<file path="src/rtl/cpu_clk_seq_pkg.sv">
package cpu_clk_seq_pkg;
  typedef enum logic [2:0] {
    ST_IDLE,
    ST_PARK,
    ST_TUNE,
    ST_SSEL,
    ST_PSEL
  } seq_state_t;

  localparam logic [1:0] PSEL_SEC    = 2'd0;
  localparam logic [1:0] PSEL_RAW    = 2'd1;
  localparam logic [1:0] PSEL_DROOP  = 2'd2;
  localparam logic [1:0] PSEL_BACKUP = 2'd3;
  localparam logic [1:0] SSEL_XO     = 2'd0;
  localparam logic [1:0] SSEL_HALF   = 2'd1;
  localparam logic [3:0] DROOP_VAL   = 4'hF;
endpackage

</file>
<file path="src/rtl/cpu_clk_req_check.sv">
module cpu_clk_req_check #(
  parameter int FW      = 12,
  parameter int MIN_MHZ = 300,
  parameter int LOW_MHZ = 600,
  parameter int PLL_MIN = 600,
  parameter int PLL_MAX = 3000
) (
  input  logic [FW-1:0] mhz,
  output logic          ok,
  output logic          low,
  output logic [FW:0]   pll_mhz
);
  localparam int PW = FW + 1;

  always_comb begin
    low     = ({1'b0, mhz} < PW'(LOW_MHZ));
    pll_mhz = low ? {mhz, 1'b0} : {1'b0, mhz};
    ok      = ({1'b0, mhz} >= PW'(MIN_MHZ)) &&
              (pll_mhz >= PW'(PLL_MIN)) &&
              (pll_mhz <= PW'(PLL_MAX));
  end
endmodule

</file>
<file path="src/rtl/cpu_clk_lock_timer.sv">
module cpu_clk_lock_timer #(
  parameter int TW = 16
) (
  input  logic          clk,
  input  logic          rst,
  input  logic          run,
  input  logic [TW-1:0] limit,
  output logic          expired
);
  logic [TW-1:0] cnt;

  always_ff @(posedge clk) begin
    if (rst || !run) cnt <= '0;
    else if (cnt != limit) cnt <= cnt + 1'b1;
  end

  assign expired = run && (cnt == limit);
endmodule

</file>
<file path="src/rtl/cpu_clk_seq_fsm.sv">
module cpu_clk_seq_fsm
  import cpu_clk_seq_pkg::*;
#(
  parameter int FW = 12
) (
  input  logic        clk,
  input  logic        rst,
  input  logic        req_valid,
  input  logic        req_ok,
  input  logic        req_low,
  input  logic [FW:0] req_pll,
  input  logic        pll_lock,
  input  logic        expired,
  output logic        req_ready,
  output logic        tune_run,
  output logic        retune_req,
  output logic [FW:0] retune_mhz,
  output logic [1:0]  pmux_sel,
  output logic [1:0]  smux_sel,
  output logic        droop_wr,
  output logic [3:0]  droop_data,
  output logic        busy,
  output logic        done,
  output logic        err
);
  seq_state_t state;
  logic       low_q;

  always_ff @(posedge clk) begin
    if (rst) begin
      state      <= ST_IDLE;
      low_q      <= 1'b0;
      retune_req <= 1'b0;
      retune_mhz <= '0;
      pmux_sel   <= PSEL_SEC;
      smux_sel   <= SSEL_XO;
      droop_wr   <= 1'b0;
      droop_data <= '0;
      done       <= 1'b0;
      err        <= 1'b0;
    end else begin
      droop_wr   <= 1'b0;
      droop_data <= '0;
      done       <= 1'b0;
      err        <= 1'b0;
      unique case (state)
        ST_IDLE: begin
          if (req_valid) begin
            if (!req_ok) begin
              err <= 1'b1;
            end else begin
              low_q      <= req_low;
              retune_mhz <= req_pll;
              pmux_sel   <= PSEL_BACKUP;
              droop_wr   <= 1'b1;
              droop_data <= DROOP_VAL;
              state      <= ST_PARK;
            end
          end
        end
        ST_PARK: begin
          retune_req <= 1'b1;
          state      <= ST_TUNE;
        end
        ST_TUNE: begin
          if (pll_lock) begin
            retune_req <= 1'b0;
            state      <= ST_SSEL;
          end else if (expired) begin
            retune_req <= 1'b0;
            err        <= 1'b1;
            state      <= ST_IDLE;
          end
        end
        ST_SSEL: begin
          if (low_q) smux_sel <= SSEL_HALF;
          state <= ST_PSEL;
        end
        ST_PSEL: begin
          pmux_sel <= low_q ? PSEL_SEC : PSEL_DROOP;
          done     <= 1'b1;
          state    <= ST_IDLE;
        end
        default: state <= ST_IDLE;
      endcase
    end
  end

  assign busy      = (state != ST_IDLE);
  assign req_ready = (state == ST_IDLE);
  assign tune_run  = (state == ST_TUNE);
endmodule

</file>
<file path="src/rtl/cpu_clk_path_seq.sv">
module cpu_clk_path_seq #(
  parameter int FW      = 12,
  parameter int TW      = 16,
  parameter int MIN_MHZ = 300,
  parameter int LOW_MHZ = 600,
  parameter int PLL_MIN = 600,
  parameter int PLL_MAX = 3000
) (
  input  logic          clk,
  input  logic          rst,
  input  logic          req_valid,
  output logic          req_ready,
  input  logic [FW-1:0] req_mhz,
  input  logic [TW-1:0] lock_limit,
  input  logic          pll_lock,
  output logic          retune_req,
  output logic [FW:0]   retune_mhz,
  output logic [1:0]    pmux_sel,
  output logic [1:0]    smux_sel,
  output logic          droop_wr,
  output logic [3:0]    droop_data,
  output logic          busy,
  output logic          done,
  output logic          err
);
  logic        chk_ok, chk_low, tune_run, expired;
  logic [FW:0] chk_pll;

  cpu_clk_req_check #(
    .FW(FW), .MIN_MHZ(MIN_MHZ), .LOW_MHZ(LOW_MHZ),
    .PLL_MIN(PLL_MIN), .PLL_MAX(PLL_MAX)
  ) u_check (
    .mhz(req_mhz), .ok(chk_ok), .low(chk_low), .pll_mhz(chk_pll)
  );

  cpu_clk_lock_timer #(.TW(TW)) u_timer (
    .clk(clk), .rst(rst), .run(tune_run), .limit(lock_limit), .expired(expired)
  );

  cpu_clk_seq_fsm #(.FW(FW)) u_fsm (
    .clk(clk), .rst(rst), .req_valid(req_valid), .req_ok(chk_ok),
    .req_low(chk_low), .req_pll(chk_pll), .pll_lock(pll_lock),
    .expired(expired), .req_ready(req_ready), .tune_run(tune_run),
    .retune_req(retune_req), .retune_mhz(retune_mhz), .pmux_sel(pmux_sel),
    .smux_sel(smux_sel), .droop_wr(droop_wr), .droop_data(droop_data),
    .busy(busy), .done(done), .err(err)
  );
endmodule

</file>
<file path="config.mk">
export PLATFORM = sky130hd
export DESIGN_NAME = cpu_clk_path_seq
export DESIGN_NICKNAME = d
export VERILOG_FILES = /design/src/rtl/cpu_clk_seq_pkg.sv /design/src/rtl/cpu_clk_req_check.sv /design/src/rtl/cpu_clk_lock_timer.sv /design/src/rtl/cpu_clk_seq_fsm.sv /design/src/rtl/cpu_clk_path_seq.sv
export SDC_FILE = /design/constraint.sdc
export NUM_CORES = 1
export LEC_CHECK = 0
export BUFFER_PORTS_ARGS = -buffer_cell sky130_fd_sc_hd__clkbuf_2
export CORE_MARGIN = 8
export CORE_UTILIZATION = 53
export DETAILED_ROUTE_END_ITERATION = 10
export GPL_ROUTABILITY_DRIVEN = 0
export PLACE_DENSITY = 0.8
export SYNTH_ARGS = -nofsm -noshare
export SYNTH_HDL_FRONTEND = slang
export SYNTH_SLANG_ARGS = --single-unit
</file>
<file path="constraint.sdc">
create_clock -name clk -period 3.2 [get_ports clk]
set_input_delay 0.48 -clock clk [delete_from_list [all_inputs] [get_ports clk]]
set_output_delay 0.48 -clock clk [all_outputs]
set_load 0.02 [all_outputs]
</file>
==> impl_metrics.yaml <==
status:
  status: "completed"
route:
  drc: 0
  drt_pass1_iterations: 4
  postRouteAntennaNets: 0
  vias: 2038
  viasPerCell: 5.449
  routed_wirelength_mm: 5.018
  dr.first_iter.drc_count: 102
  wire_per_inst_um: 13.42
place:
  dp.cells: 366
  port_buffers: 57
  post-dp-hpwl_mm: 3.880
worst_setup_path:
  worstPathRequired_ns: 3.38
  reg2reg_slack_ns: 1.11
  cp_max_fo: 15
  critPathSlowestCell: "a311oi_4"
  critPathTopFamily: "compound AO/OA/AOI/OAI gates"
  crit_buf_inv: 1
  cp-end-kind: "flop"
  cp-start-kind: "input pin"
  crit_arrival_ns: 2.72
  r2r_start: "u_timer.cnt[4]"
  crit_chain: "clkbuf_2 > a21o_1 > a311oi_4 > a41oi_1 > nand4bb_1 > o211ai_2 > nand4_4 > mux2_4"
  rr_worst_depth: 7
  crit_type: "in -> reg"
  reg2reg_to: "u_timer.cnt[10]"
  max_stage_delay_ns: 0.48
synth:
  synth-edff-count: 0
  synth.cells.most_frequent: "40 x dfxtp_1, 34 x nor2_1, 29 x nand2_1"
  yosys.area.top_type_share: 0.3486
  synth_nets: 309
  syn_inst: 276
  ys_warn_count: 0
  async_flop_share: 0
  synth_top_cell_by_area: "dfxtp_1"
  synth_area_leaders: "dfxtp_1 35%, xor2_1 8.8%, nor2_1 5.6%"
  synth.most_common_cell: "dfxtp_1"
  ys_types: 43
  syn_area_per_cell_sq_um: 8.323
  netlist_area_sq_um: 2297
  ys_seq_area_frac: 0.3486
  synth_seq_cells: 40
  synth_flop_cell: "dfxtp_1"
worst_hold_path:
  hp-start: "pll_lock"
  hp-class: "in -> reg"
  hold_depth: 2
  holdPathEnd: "u_fsm.state[0]"
floorplanning:
  core_sq_um: 4264
  die_h_um: 81.84
  chipWidth_um: 81.84
  dieArea_sq_um: 6697
  ios: 59
  start_util: 0.5387
  num_rows: 24
clock_tree:
  tritoncts: "done"
  cts_setup_buffers: 0
  cts_buffer_depth: 2
  cts_resized: 0
  cts-root-buf: "clkbuf_8"
  clk_pin_slew_worst_paths_ns: 0.07
  clk_latency_ns: 0.29
  numCtsBuffers: 5
  numClockSinks: 40
  ctsHoldBuffers: 0
  cts_htree_levels: 2
pwr:
  total_power_mw: 1.205
  clkPwrFrac: 0.370
  power_frac_comb: 0.185
  vdd_drop_max_mv: 0.2604
  switching_power_uw: 319.7
  p_sw_frac: 0.2654
  intPower_uw: 885.1
  p_per_area_nw_per_um2: 450.6
  p_leak_nw: 1.199
  seqPwrFrac: 0.446
sta:
  clock_skew_ns: 0.008042
  rsz0062_at_grt: "no"
  whs_ns: 0.4344
  final_hold_viol_count: 0
  min_period_over_period: 0.7961
  max_freq_ghz: 0.3925
  fin_setup_tns_ns: 0
  worst_pin_slew_ns: 0.6297
  maxSlewViolCount: 0
  period_needed_ns: 2.548
  slew_headroom: 0.5770
  setup_viol: 0
global_route:
  grt_max_degree: 32
  grt_pass1_wl_mm: 8.300
  grt_pass1_vias: 1877
  overflow: 0
  grt.total_usage: 0.1539
  antenna_found_initial: 0
cells_and_area:
  stdcell_count: 374
  syn_to_final_growth_pct: 16.39
  nFillCells: 381
  fin_nets: 354
  n_antenna_cell: 0
  drive_gt1_frac: 0.2578
job:
  cap_violations: 0
metrics by stage:
stage                     worst slack (ns)  utilization  area (sq um)
after detailed placement            0.3593       0.5974          2547
after CTS                           0.6596       0.6271          2674
after floorplan                     0.5796            -          2297
final                               0.6524       0.6271          2674
after global routing                0.4876       0.6271          2674
after global placement              0.4497       0.5974          2547
cells in the final DEF (no fill, tap or decap), types with 5 or more instances in the layout:
cell / count
mux2i_1: 7
xor2_1: 23
nor2_1: 34
nand4_1: 6
a21oi_1: 16
o21ai_0: 8
nor3_1: 7
dfxtp_1: 40
xnor2_1: 7
and3_1: 5
nand2_1: 29
nor4_1: 5
mux2_2: 6
nor2b_1: 12
inv_1: 7
clkbuf_8: 7
mux2_4: 5
nand3_1: 6
clkbuf_2: 57
power by group through the flow:
stage                     Clock [mW]  Sequential [mW]  Combinational, mW
after floorplan                    0            0.566              0.141
after global placement             0            0.548              0.220
after detailed placement           0            0.548              0.224
after CTS                      0.454            0.537              0.225
after global routing           0.479            0.540              0.243
final                          0.445            0.537              0.223
cell families (layout without fill, tap and decap cells):
group,count (synthesis),count (layout),synth area share
other,1,1,0.001632
AND/OR/NAND/NOR,115,115,0.2489
multiplexers,18,18,0.09259
AO/OA/AOI/OAI,43,43,0.1269
buffers and inverters,28,74,0.06155
XOR/XNOR,30,30,0.1144
adder cells (fa/ha/maj),1,1,0.005446
flip-flops,40,40,0.3486
worst max path at each step:
stage                    start             endpoint  slack (ns)  cells past startpoint
finish              req_mhz[3]  u_fsm.retune_mhz[5]        0.65                      8
global route        req_mhz[3]  u_fsm.retune_mhz[5]        0.49                      8
CTS                 req_mhz[3]  u_fsm.retune_mhz[5]        0.66                      8
detailed placement  req_mhz[3]  u_fsm.retune_mhz[9]        0.36                      8
global placement    req_mhz[3]  u_fsm.retune_mhz[9]        0.45                      8
floorplan           req_mhz[3]  u_fsm.retune_mhz[5]        0.58                      9
flip-flops by register name, indices dropped and copies added (netlist names):
name	flops
u_fsm.done	1
u_fsm.retune_mhz	13
u_fsm.pmux_sel	2
u_fsm.state	3
u_fsm.retune_req	1
u_timer.cnt	16
u_fsm.smux_sel	1
u_fsm.droop_data	1
u_fsm.low_q	1
u_fsm.err	1
metal layers:
layer	share of wire	vias to the layer above	GRT usage	routed length, um
li1	-	1031	-	-
met1	0.45	921	0.1923	2237
met2	0.45	80	0.2486	2263
met3	0.091	6	0.04376	459
met4	0.012	0	0.05088	59
met5	0	-	0	0
final cells by class:
type                       instances  area [sq um]  area share
sequential                        40         800.8      0.2995
tap                               52         65.06     0.02433
clock inverter                     1         30.03     0.01123
clock buffer                       7         96.34     0.03603
inverter                           7         26.28    0.009827
multi-input combinational        208          1355      0.5068
timing repair buffer              59         300.3      0.1123
(Power assumes the default switching activity.)
